### src/rtl/aux_bank_pkg.sv
package aux_bank_pkg;
  localparam int SEL_N    = 7;
  localparam int SEL_CFG  = 0;
  localparam int SEL_DIAG = 1;
  localparam int SEL_MDM  = 2;
  localparam int SEL_MISC = 3;
  localparam int SEL_PWR  = 4;
  localparam int SEL_SYS  = 5;
  localparam int SEL_LED  = 6;

  // bit positions whose meaning the block depends on
  localparam int CFG_IRQEN_BIT = 3;
  localparam int MISC_TC_BIT   = 1;
  localparam int PWR_OFF_BIT   = 0;
  localparam int PWR_CLR_BIT   = 1;
  localparam int PWR_FAIL_BIT  = 5;
  localparam int SYS_REQ_BIT   = 0;
  localparam int SYS_STAT_BIT  = 1;
  localparam int CMD_W         = 2;

  typedef struct packed {
    logic wrCfg;
    logic wrDiag;
    logic wrMdm;
    logic wrMisc;
    logic wrPwr;
    logic wrSys;
    logic wrLed;
    logic pfEvent;
  } strobe_t;
endpackage

### src/rtl/aux_bank_ctrl.sv
module aux_bank_ctrl
  import aux_bank_pkg::*;
#(
  parameter int OFS_W = 2
) (
  input  logic             clk,
  input  logic             rst,
  input  logic             porRst,
  input  logic             wrEn,
  input  logic [SEL_N-1:0] regSel,
  input  logic [OFS_W-1:0] regOfs,
  input  logic [CMD_W-1:0] cmdBits,
  input  logic             pfIn,
  output strobe_t          stb,
  output logic             tcPulse,
  output logic             pwrOffReq,
  output logic             sysRstReq
);
  logic atZero;
  logic pfPrev;
  logic anyRst;

  assign atZero = (regOfs == '0);
  assign anyRst = rst | porRst;

  always_comb begin
    stb.wrCfg   = wrEn & regSel[SEL_CFG];
    stb.wrDiag  = wrEn & regSel[SEL_DIAG];
    stb.wrMdm   = wrEn & regSel[SEL_MDM];
    stb.wrMisc  = wrEn & regSel[SEL_MISC];
    stb.wrPwr   = wrEn & regSel[SEL_PWR];
    stb.wrSys   = wrEn & regSel[SEL_SYS] & atZero & cmdBits[SYS_REQ_BIT];
    stb.wrLed   = wrEn & regSel[SEL_LED] & atZero;
    stb.pfEvent = (pfIn != pfPrev);
  end

  always_ff @(posedge clk) begin
    if (anyRst) begin
      pfPrev    <= 1'b0;
      tcPulse   <= 1'b0;
      pwrOffReq <= 1'b0;
      sysRstReq <= 1'b0;
    end else begin
      pfPrev    <= pfIn;
      tcPulse   <= stb.wrMisc & cmdBits[MISC_TC_BIT];
      pwrOffReq <= stb.wrPwr & cmdBits[PWR_OFF_BIT];
      sysRstReq <= stb.wrSys;
    end
  end
endmodule

### src/rtl/aux_bank_regs.sv
module aux_bank_regs
  import aux_bank_pkg::*;
#(
  parameter int DATA_W = 32,
  parameter int LED_W  = 16,
  parameter int BYTE_W = 8,
  parameter int OFS_W  = 2
) (
  input  logic              clk,
  input  logic              rst,
  input  logic              porRst,
  input  strobe_t           stb,
  input  logic [LED_W-1:0]  wrData,
  input  logic              pfIn,
  input  logic [SEL_N-1:0]  regSel,
  input  logic [OFS_W-1:0]  regOfs,
  output logic [DATA_W-1:0] rdData,
  output logic              pwrIrq
);
  localparam logic [DATA_W-1:0] SYS_LOAD = DATA_W'(1) << SYS_STAT_BIT;

  logic [BYTE_W-1:0] cfgQ, diagQ, mdmQ, miscQ, pwrQ, pwrNext;
  logic [DATA_W-1:0] sysQ;
  logic [LED_W-1:0]  ledQ;
  logic              keepOff;
  logic              wideOk;

  // power register next state: write first, then the input event
  always_comb begin
    pwrNext = pwrQ;
    keepOff = 1'b0;
    if (stb.wrPwr) begin
      pwrNext               = '0;
      pwrNext[PWR_OFF_BIT]  = wrData[PWR_OFF_BIT];
      pwrNext[PWR_FAIL_BIT] = pwrQ[PWR_FAIL_BIT];
      if (wrData[PWR_CLR_BIT]) begin
        keepOff              = pwrNext[PWR_OFF_BIT];
        pwrNext              = '0;
        pwrNext[PWR_OFF_BIT] = keepOff;
      end
    end
    if (stb.pfEvent)
      pwrNext[PWR_FAIL_BIT] = pfIn & cfgQ[CFG_IRQEN_BIT];
  end

  always_ff @(posedge clk) begin
    if (rst || porRst) begin
      cfgQ  <= '0;
      mdmQ  <= '0;
      miscQ <= '0;
      pwrQ  <= '0;
    end else begin
      if (stb.wrCfg) cfgQ <= wrData[BYTE_W-1:0];
      if (stb.wrMdm) mdmQ <= wrData[BYTE_W-1:0];
      if (stb.wrMisc) begin
        miscQ              <= wrData[BYTE_W-1:0];
        miscQ[MISC_TC_BIT] <= 1'b0;
      end
      pwrQ <= pwrNext;
    end
  end

  // registers that only the power-on reset clears
  always_ff @(posedge clk) begin
    if (porRst) begin
      diagQ <= '0;
      sysQ  <= '0;
      ledQ  <= '0;
    end else begin
      if (stb.wrDiag) diagQ <= wrData[BYTE_W-1:0];
      if (stb.wrSys)  sysQ  <= SYS_LOAD;
      if (stb.wrLed)  ledQ  <= wrData;
    end
  end

  assign pwrIrq = pwrQ[PWR_FAIL_BIT] & cfgQ[CFG_IRQEN_BIT];
  assign wideOk = (regOfs == '0);

  always_comb begin
    rdData = '0;
    if (regSel[SEL_CFG])  rdData[BYTE_W-1:0] = cfgQ;
    if (regSel[SEL_DIAG]) rdData[BYTE_W-1:0] = diagQ;
    if (regSel[SEL_MDM])  rdData[BYTE_W-1:0] = mdmQ;
    if (regSel[SEL_MISC]) rdData[BYTE_W-1:0] = miscQ;
    if (regSel[SEL_PWR])  rdData[BYTE_W-1:0] = pwrQ;
    if (regSel[SEL_SYS] && wideOk) rdData = sysQ;
    if (regSel[SEL_LED] && wideOk) rdData[LED_W-1:0] = ledQ;
  end
endmodule

### src/rtl/aux_ctrl_bank.sv
module aux_ctrl_bank
  import aux_bank_pkg::*;
#(
  parameter int DATA_W = 32,
  parameter int LED_W  = 16,
  parameter int BYTE_W = 8,
  parameter int OFS_W  = 2
) (
  input  logic              clk,
  input  logic              rst,
  input  logic              porRst,
  input  logic              wrEn,
  input  logic [SEL_N-1:0]  regSel,
  input  logic [OFS_W-1:0]  regOfs,
  input  logic [DATA_W-1:0] wrData,
  output logic [DATA_W-1:0] rdData,
  input  logic              pfIn,
  output logic              pwrIrq,
  output logic              tcPulse,
  output logic              pwrOffReq,
  output logic              sysRstReq
);
  strobe_t stb;
  logic    unusedHi;

  assign unusedHi = ^wrData[DATA_W-1:LED_W];

  aux_bank_ctrl #(.OFS_W(OFS_W)) u_ctrl (
    .clk(clk), .rst(rst), .porRst(porRst), .wrEn(wrEn), .regSel(regSel),
    .regOfs(regOfs), .cmdBits(wrData[CMD_W-1:0]), .pfIn(pfIn), .stb(stb),
    .tcPulse(tcPulse), .pwrOffReq(pwrOffReq), .sysRstReq(sysRstReq)
  );

  aux_bank_regs #(.DATA_W(DATA_W), .LED_W(LED_W), .BYTE_W(BYTE_W), .OFS_W(OFS_W)) u_regs (
    .clk(clk), .rst(rst), .porRst(porRst), .stb(stb), .wrData(wrData[LED_W-1:0]),
    .pfIn(pfIn), .regSel(regSel), .regOfs(regOfs), .rdData(rdData), .pwrIrq(pwrIrq)
  );
endmodule

### config.mk
export PLATFORM = sky130hd
export DESIGN_NAME = aux_ctrl_bank
export DESIGN_NICKNAME = d
export VERILOG_FILES = /design/src/rtl/aux_bank_pkg.sv /design/src/rtl/aux_bank_ctrl.sv /design/src/rtl/aux_bank_regs.sv /design/src/rtl/aux_ctrl_bank.sv
export SDC_FILE = /design/constraint.sdc
export NUM_CORES = 1
export LEC_CHECK = 0
export BUFFER_PORTS_ARGS = -buffer_cell sky130_fd_sc_hd__buf_2
export CAP_MARGIN = 20
export CORE_UTILIZATION = 43
export DETAILED_ROUTE_END_ITERATION = 16
export PLACE_DENSITY = 0.72
export SYNTH_ARGS = -nofsm -noshare
export SYNTH_HDL_FRONTEND = slang
export SYNTH_SLANG_ARGS = --single-unit
export TNS_END_PERCENT = 50
### constraint.sdc
create_clock -name clk -period 2.5 [get_ports clk]
set_input_delay 0.25 -clock clk [delete_from_list [all_inputs] [get_ports clk]]
set_output_delay 0.25 -clock clk [all_outputs]
set_load 0.03 [all_outputs]
---- After elaboration in Yosys (flattened, before gate mapping) ----
Cells that the tools add are included.
storage, ports and cells
  register bits ........................... 58
  output and inout port bits .............. 36
  word-level logic and storage cells ...... 45
operators by class
  equality and inequality tests ........... 1
  multiplexer cells ....................... 10
  bitwise operators ....................... 15
  reduce and logical (&&, ||, !) cells .... 7
operator list
  operator           number
  $mux 8             6
  $mux 16            1
  $and 1x1->1        14
  $mux 6             2
  $reduce_bool 2->1  2
  $logic_and 1x1->1  2
  $logic_not 2->1    1
  $reduce_and 2->1   1
  $logic_or 1x1->1   1
  $mux 1             1
  $ne 1x1->1         1
  $or 1x1->1         1

---- Logic depth before layout (Yosys ltp) ----
Gate-level depths: netlist (run 1).
  depth after elaboration ................. 7
  depth in mapped cells ................... 6
  mapped depth without buffers ............ 4

---- Hierarchy ----
From an unflattened synthesis (run 1), not the netlist that was laid out.
unflattened totals
  cell total of the unflattened synthesis .. 278
  area, all modules ....................... 2568.7 um^2
by module, submodules not included
  module         times used  cells an instance  area an instance (um^2)
  aux_bank_regs  1           258                2383.5
  aux_bank_ctrl  1           20                 185.2

---- Worst setup path before layout (run 1) ----
No wires, ideal clock.
  path kind ............................... input to output
  from .................................... in regSel[0]
  to ...................................... out rdData[1]
  arrival ................................. 1277 ps
  data required time ...................... 2250 ps
  path slack .............................. 973 ps
  cell stages on the path ................. 5
  buffers on the path ..................... 1
  path through ............................ clkbuf_1 > nand2_1 > o21ai_0 > nand3_1 > a21oi_1
on the way
  longest elaborated chain between the ends .. 7
ends and longest elaborated chain
  item         line                 text
  from (decl)  aux_ctrl_bank.sv:13  input logic [SEL_N-1:0] regSel,
  $mux 8       aux_bank_regs.sv:81  if (regSel[SEL_CFG]) rdData[BYTE_W-1:0] = cfgQ;
  $mux 8       aux_bank_regs.sv:82  if (regSel[SEL_DIAG]) rdData[BYTE_W-1:0] = diagQ;
  $mux 8       aux_bank_regs.sv:83  if (regSel[SEL_MDM]) rdData[BYTE_W-1:0] = mdmQ;
  $mux 8       aux_bank_regs.sv:84  if (regSel[SEL_MISC]) rdData[BYTE_W-1:0] = miscQ;
  $mux 8       aux_bank_regs.sv:85  if (regSel[SEL_PWR]) rdData[BYTE_W-1:0] = pwrQ;
  $mux 8       aux_bank_regs.sv:86  if (regSel[SEL_SYS] && wideOk) rdData = sysQ;
  $mux 16      aux_bank_regs.sv:87  if (regSel[SEL_LED] && wideOk) rdData[LED_W-1:0] = ledQ;
  to (decl)    aux_ctrl_bank.sv:16  output logic [DATA_W-1:0] rdData,
Every way passes these cells.

---- Worst setup path in the final report (run 1) ----
  from .................................... in regSel[2]
  to ...................................... out rdData[0]
on the way
  longest elaborated chain between the ends .. 5
ends and longest elaborated chain
  item     line
  $mux 8   aux_bank_regs.sv:83
  $mux 8   aux_bank_regs.sv:84
  $mux 8   aux_bank_regs.sv:85
  $mux 8   aux_bank_regs.sv:86
  $mux 16  aux_bank_regs.sv:87
Every way passes these cells.

==> flow_metrics.env, run 1 <==
export IMPL_grt_pass1_vias=2140
export IMPL_max_stage_delay_ns=0.34
export IMPL_timing_final_crit_period_ns=1.80
export IMPL_irDropWorstVdd_v=0.000292
export IMPL_tightest_slew_ns=0.618
export IMPL_clock_sinks=54
export IMPL_fin_tns_setup_ns=0
export IMPL_skew_ns=0.000748
export IMPL_final_common_cell="nand2_1"
export IMPL_syn_to_final_growth_pct=11.9
export IMPL_rows=27
export IMPL_io_pins=82
export IMPL_p_comb_share_pct=13.6
export IMPL_p_leak_nw=1.12
export IMPL_clockBufferDepth=2
export IMPL_final_setup_viol_count=0
export IMPL_p_switching_uw=448
export IMPL_antenna_found_initial=0
export IMPL_hold_end="u_ctrl.pfPrev"
export IMPL_hold_slack_ns=0.178
export IMPL_clk_latency_ns=0.30
export IMPL_hp_class="input pin to flip-flop"
export IMPL_timing_rr_end="u_regs.pwrQ[5]"
export IMPL_cts_root_buf="clkbuf_8"
export IMPL_overflow=0
export IMPL_startpoint="regSel[2]"
export IMPL_path_cells="buf_2, nor2b_1, o21ai_0, mux2_2, a32o_1, buf_2"
export IMPL_grt_max_degree=30
export IMPL_powerDensity_mw_per_mm2=597
export IMPL_cts_buffers=5
export IMPL_die_h_um=79.2
export IMPL_cp_slowest_cell="buf_2"
export IMPL_vias_per_cell=5.28
export IMPL_drt_first_pass_iters=4
export IMPL_report_final_slew_viol_count=0
export IMPL_yosys_warnings=0
export IMPL_cts_hold_buffers=0
export IMPL_syn_area_mm2=0.00256
export IMPL_h_tree_depth=2
export IMPL_clock_fmax_mhz=555
export IMPL_place_congestion=0.728
export IMPL_drt_iter0_drc=167
export IMPL_cts_reportedPaths_clkPinSlew_ns=0.09
export IMPL_crit_path_end_kind="output pin"
export IMPL_timing_reg2reg_setup_slack_ns=1.76
export IMPL_dpl_hpwl_um=4050
export IMPL_synth_cell_types=30
export IMPL_cts_resized_gates=0
export IMPL_wl_um=6120
export IMPL_r2r_cells=3
export IMPL_syn_avg_cell_area_um2=7.75
export IMPL_postSynthCellCount=331
export IMPL_post_route_util_pct=50.9
export IMPL_hp_start="pfIn"
export IMPL_drc=0
export IMPL_ant_nets=0
export IMPL_switching_share_pct=26.1
export IMPL_antenna_cells=0
export IMPL_rsz0062_at_grt="false"
export IMPL_detailroute_via_count=2320
export IMPL_final_cell_mix="74 x nand2_1, 54 x dfxtp_1, 51 x a21oi_1, 49 x buf_2, 36 x nand3_1"
export IMPL_required_ns=2.25
export IMPL_start_util_pct=45.5
export IMPL_nets=413
export IMPL_intPower_mw=1.27
export IMPL_crit_arrival_ns=1.55
export IMPL_fillers=598
export IMPL_tritoncts="done"
export IMPL_dieArea_mm2=0.00628
export IMPL_cpMostUsedCell="buf_2"
export IMPL_start_kind="input pin"
export IMPL_drive_gt1_share_pct=21.0
export IMPL_track_usage_pct=20.4
export IMPL_wl_per_cell_um=13.9
export IMPL_fp_dieW_um=79.2
export IMPL_grt_pass1_wl_um=9900
export IMPL_min_period_over_period_pct=72.1
export IMPL_min_delay_path_depth=3
export IMPL_portBuffers=49
export IMPL_r2r_start="u_ctrl.pfPrev"
export IMPL_cp_max_fo=24
export IMPL_power_frac_clock_pct=34.5
export IMPL_ys_seq_area_share_pct=42.1
export IMPL_ys_ff_latch=54
export IMPL_status="completed"
export IMPL_critical_path_class="input pin to output pin"
export IMPL_post_cts_buffers=0
export IMPL_seq_power_share_pct=52.0
export IMPL_core_region_area_mm2=0.00564
export IMPL_hold_violations=0
export IMPL_maxCapViolations=0
export IMPL_post_dp_cell_area_mm2=0.00276
export IMPL_fin_area_mm2=0.00287
export IMPL_power_mw=1.71
export IMPL_max_slew_margin_rel_pct=58.7
power by group through the flow:
stage	Combinational, mW	Sequential [mW]	Clock [mW]
global placement	0.228	0.910	0
global route	0.253	0.894	0.624
CTS	0.231	0.891	0.606
floorplan	0.179	0.910	0
detailed placement	0.231	0.911	0
finish	0.232	0.891	0.591
how the worst max path moves through the flow:
stage / endpoint / slack (ns)
floorplan: rdData[1] / 0.97
global placement: rdData[0] / 0.71
detailed placement: rdData[5] / 0.71
CTS: rdData[0] / 0.71
global route: rdData[4] / 0.64
finish: rdData[0] / 0.70
cells in the mapped netlist:
library cell / number / area (um2)
buf_8: 1 / 15.0
nand2_2: 3 / 18.8
nor3b_4: 1 / 18.8
a21oi_2: 10 / 87.6
buf_6: 1 / 11.3
nor2_1: 5 / 18.8
a31oi_1: 1 / 6.26
xnor2_1: 1 / 8.76
nand2b_1: 5 / 31.3
nand3_1: 36 / 180
and3b_1: 5 / 43.8
nor2b_1: 3 / 18.8
nand2_1: 74 / 278
conb_1: 1 / 3.75
buf_4: 16 / 120
clkbuf_1: 18 / 67.6
inv_1: 3 / 11.3
mux2_2: 2 / 22.5
a21oi_1: 51 / 255
a41oi_1: 1 / 8.76
buf_2: 3 / 15.0
o21ai_0: 9 / 45.0
dfxtp_1: 54 / 1080
nand4_1: 2 / 12.5
and2_1: 11 / 68.8
nor3_1: 2 / 10.0
a32o_1: 7 / 70.1
nand3b_1: 3 / 22.5
or2_2: 1 / 6.26
a211oi_1: 1 / 7.51
worst max-delay path: cells and delay by family:
| family | cells | cell delay, ns |
|---|---|---|
| AO/OA/AOI/OAI | 2 | 0.33 |
| buffers and inverters | 2 | 0.52 |
| AND/OR/NAND/NOR | 1 | 0.18 |
| multiplexers | 1 | 0.28 |
kinds of logic after synthesis:
| group | synth area share, % |
|---|---|
| AND/OR/NAND/NOR | 28.4 |
| AO/OA/AOI/OAI | 18.7 |
| flip-flops | 42.1 |
| buffers and inverters | 9.37 |
| multiplexers | 0.878 |
| XOR/XNOR | 0.342 |
| other | 0.146 |
per-layer routing:
layer	vias up	wire, um	GRT usage (%)
met5	-	0	0
met1	1064	2650	24.9
li1	1162	-	-
met4	0	80	6.55
met2	87	2980	35.7
met3	7	406	3.79
cell type report:
cell class              count  area (um2)  share of cell area (%)
multi-input cells         250        1300                    45.3
flip-flops and latches     54        1080                    37.7
well taps                  72        90.1                    3.14
clock buffers               6        82.6                    2.88
inverters                   3        11.3                   0.392
repair buffers             53         275                    9.59
clock inverters             1        30.0                    1.05
flip-flops by register name, summed over array words and instances, names as in the netlist:
name and cells:
u_regs.ledQ 16, u_regs.diagQ 8, u_regs.pwrQ 2, u_ctrl.sysRstReq 1
u_regs.miscQ 7, u_ctrl.pfPrev 1, u_regs.mdmQ 8, u_regs.sysQ 1
u_regs.cfgQ 8, u_ctrl.pwrOffReq 1, u_ctrl.tcPulse 1
through the flow:
stage / instances / setup slack, ns
final: 439 / 0.697
after global routing: 439 / 0.637
after CTS: 439 / 0.713
after detailed placement: 432 / 0.715
after global placement: 432 / 0.709
after floorplan: 346 / 0.973
No activity file was read; power rests on OpenSTA's default activity.
==> run 2, diff against run 1 <==
--- a/config.mk
+++ b/config.mk
@@ -5,11 +5,12 @@
 export SDC_FILE = /design/constraint.sdc
 export NUM_CORES = 1
 export LEC_CHECK = 0
+export ABC_AREA = 1
 export BUFFER_PORTS_ARGS = -buffer_cell sky130_fd_sc_hd__buf_2
 export CAP_MARGIN = 20
 export CORE_UTILIZATION = 43
 export DETAILED_ROUTE_END_ITERATION = 16
-export PLACE_DENSITY = 0.72
+export PLACE_DENSITY = 0.75
 export SYNTH_ARGS = -nofsm -noshare
 export SYNTH_HDL_FRONTEND = slang
 export SYNTH_SLANG_ARGS = --single-unit
==> constraint.sdc (replaced) <==
create_clock -name clk -period 1.6 [get_ports clk]
set_input_delay 0.16 -clock clk [delete_from_list [all_inputs] [get_ports clk]]
set_output_delay 0.16 -clock clk [all_outputs]
set_load 0.03 [all_outputs]
==> flow_metrics.env, run 2 <==
export IMPL_fillers=565
export IMPL_dpl_hpwl_um=4330
export IMPL_rsz0062_at_grt="false"
export IMPL_wl_per_cell_um=11.9
export IMPL_start_util_pct=45.8
export IMPL_synth_edf_count=0
export IMPL_syn_area_mm2=0.00258
export IMPL_synth_top_cell_area_share_pct=41.9
export IMPL_multi_input_area_mm2=0.00122
export IMPL_yosys_warnings=0
export IMPL_drt_first_pass_iters=4
export IMPL_cts_resized_gates=0
export IMPL_postSynth_asyncResetShare_pct=0
export IMPL_path_cells="nand2_1, nand2_1, o211ai_1, nand2_1, nand2_1, nand2_1, buf_2"
export IMPL_cp_slowest_cell="dfxtp_2"
export IMPL_largest_reg_flops=16
export IMPL_seqCellArea_mm2=0.00108
export IMPL_core_region_area_mm2=0.00564
export IMPL_start_kind="flip-flop"
export IMPL_cp_max_fo=4
export IMPL_power_mw=2.71
export IMPL_dp_worst_setup_slack_ns=0.244
export IMPL_h_tree_depth=2
export IMPL_nets=460
export IMPL_skew_ns=0.00103
export IMPL_antenna_cells=0
export IMPL_timing_final_crit_period_ns=1.46
export IMPL_critical_path_class="flip-flop to output pin"
export IMPL_ys_seq_area_share_pct=41.9
export IMPL_die_h_um=79.5
export IMPL_final_cell_mix="88 x nand2_1, 73 x nor2_1, 53 x dfxtp_1, 49 x buf_2, 30 x a21oi_1"
export IMPL_largest_register="u_regs.ledQ"
export IMPL_post_cts_buffers=0
export IMPL_yosys_top_cells_count="88 x nand2_1, 73 x nor2_1, 54 x dfxtp_1"
export IMPL_timing_rr_end="u_regs.pwrQ[5]"
export IMPL_detailroute_via_count=2344
export IMPL_startpoint="u_regs.cfgQ[3]"
export IMPL_clk_latency_ns=0.31
export IMPL_irDropWorstVdd_v=0.000671
export IMPL_ys_ff_latch=54
export IMPL_clock_sinks=54
export IMPL_grt_max_degree=26
export IMPL_fp_dieW_um=79.5
export IMPL_r2r_start="u_ctrl.pfPrev"
export IMPL_drc=0
export IMPL_ant_nets=0
export IMPL_grt_pass1_vias=2178
export IMPL_dieArea_mm2=0.00632
export IMPL_cts_root_buf="clkbuf_8"
export IMPL_min_period_over_period_pct=91.0
export IMPL_wl_um=5810
export IMPL_clock_fmax_mhz=687
export IMPL_cpMostUsedCell="nand2_1"
export IMPL_portBuffers=49
export IMPL_crit_arrival_ns=1.30
export IMPL_synth_most_common_cell="nand2_1"
export IMPL_synth_flop_cell="dfxtp_1"
export IMPL_vias_per_cell=4.81
export IMPL_synth_largest_area_cell="dfxtp_1"
export IMPL_powerDensity_mw_per_mm2=934
export IMPL_cts_hold_buffers=0
export IMPL_tritoncts="done"
export IMPL_io_pins=82
export IMPL_drive_gt1_share_pct=19.3
export IMPL_report_final_slew_viol_count=0
export IMPL_drt_iter0_drc=208
export IMPL_grt_pass1_wl_um=10100
export IMPL_cts_buffers=5
export IMPL_final_common_cell="nand2_1"
export IMPL_maxCapViolations=0
export IMPL_place_congestion=0.832
export IMPL_rows=27
export IMPL_fin_tns_setup_ns=0
export IMPL_worst_slack_ns=0.144
export IMPL_syn_to_final_growth_pct=12.3
export IMPL_clockBufferDepth=2
export IMPL_r2r_cells=3
export IMPL_postSynthCellCount=368
export IMPL_final_setup_viol_count=0
export IMPL_overflow=0
export IMPL_endpoint="rdData[3]"
export IMPL_antenna_found_initial=0
export IMPL_syn_avg_cell_area_um2=7.01
export IMPL_hp_class="input pin to flip-flop"
export IMPL_p_leak_nw=1.33
export IMPL_track_usage_pct=20.6
export IMPL_cts_reportedPaths_clkPinSlew_ns=0.09
export IMPL_status="completed"
export IMPL_max_stage_delay_ns=0.37
export IMPL_netlist_top_cells_area="dfxtp_1 42%, nand2_1 13%, nor2_1 11%"
export IMPL_hold_violations=0
export IMPL_timing_reg2reg_setup_slack_ns=0.65
export IMPL_synth_cell_types=24
export IMPL_required_ns=1.44
export IMPL_crit_path_end_kind="output pin"
run 2: changes by cell type in the layout (fill, tap and decap cells not counted), sizes merged, moves of 3 or more:
cell	change
nor2b	-3
nand2b	-5
nor2	+71
o211ai	+4
nand2	+15
and3b	-5
o21ai	+18
nand3b	-3
a32o	-7
a211oi	+7
nand3	-32
a21oi	-23
and2	-11
inv	+29
run 2: critical path: cells and delay by family, from the launching register on:
family | cells | cell delay, ns
and+or+nand+nor | 5 | 0.32
DFF | 1 | 0.37
buffers and inverters | 1 | 0.19
AOI/OAI and AO/OA | 1 | 0.09
run 2: per-stage QoR:
step | instances | instance area, um2 | util [%] | hold slack [ns]
2_1_floorplan | 383 | 2640 | - | 0.303
3_3_place_gp | 479 | 2790 | 49.5 | 0.406
3_5_place_dp | 479 | 2790 | 49.5 | 0.408
4_1_cts | 487 | 2900 | 51.3 | 0.0829
5_1_grt | 487 | 2900 | 51.4 | 0.101
6_report | 487 | 2900 | 51.4 | 0.0872
run 2: where the power goes:
part	switching [mW]	internal (mW)	total, mW
clock network	0.430	0.469	0.899
registers	0.0217	1.39	1.41
logic	0.286	0.113	0.399
total	0.738	1.97	2.71
run 2: final cells by class:
| class | instances | share of cell area (%) |
|---|---|---|
| Multi-Input combinational cell | 268 | 42.2 |
| Sequential cell | 54 | 37.3 |
| Timing Repair Buffer | 53 | 9.50 |
| Inverter | 32 | 4.15 |
| Tap cell | 72 | 3.11 |
| Clock buffer | 7 | 2.63 |
| Clock inverter | 1 | 1.04 |
run 2: cell families after synthesis:
logic type / synth area share [%]
AND/OR/NAND/NOR: 27.8
AO/OA/AOI/OAI: 17.3
buffers and inverters: 12.9
flip-flops: 41.9
other: 0.145
run 2: worst min path at each step:
stage,startpoint,to,slack (ns),cells past startpoint
after floorplan,wrData[14],u_regs.ledQ[14],0.30,2
after global placement,pfIn,u_ctrl.pfPrev,0.41,3
after detailed placement,pfIn,u_ctrl.pfPrev,0.41,3
after CTS,pfIn,u_ctrl.pfPrev,0.08,3
after global routing,wrData[14],u_regs.ledQ[14],0.10,3
final,pfIn,u_ctrl.pfPrev,0.09,3
run 2: per-layer routing:
metal,vias to the layer above,global-route usage [%],share of wire [%]
li1,1222,-,-
met4,0,6.55,1.4
met1,1030,24.9,44
met2,85,35.7,48
met5,-,0,0
met3,7,4.80,7.0
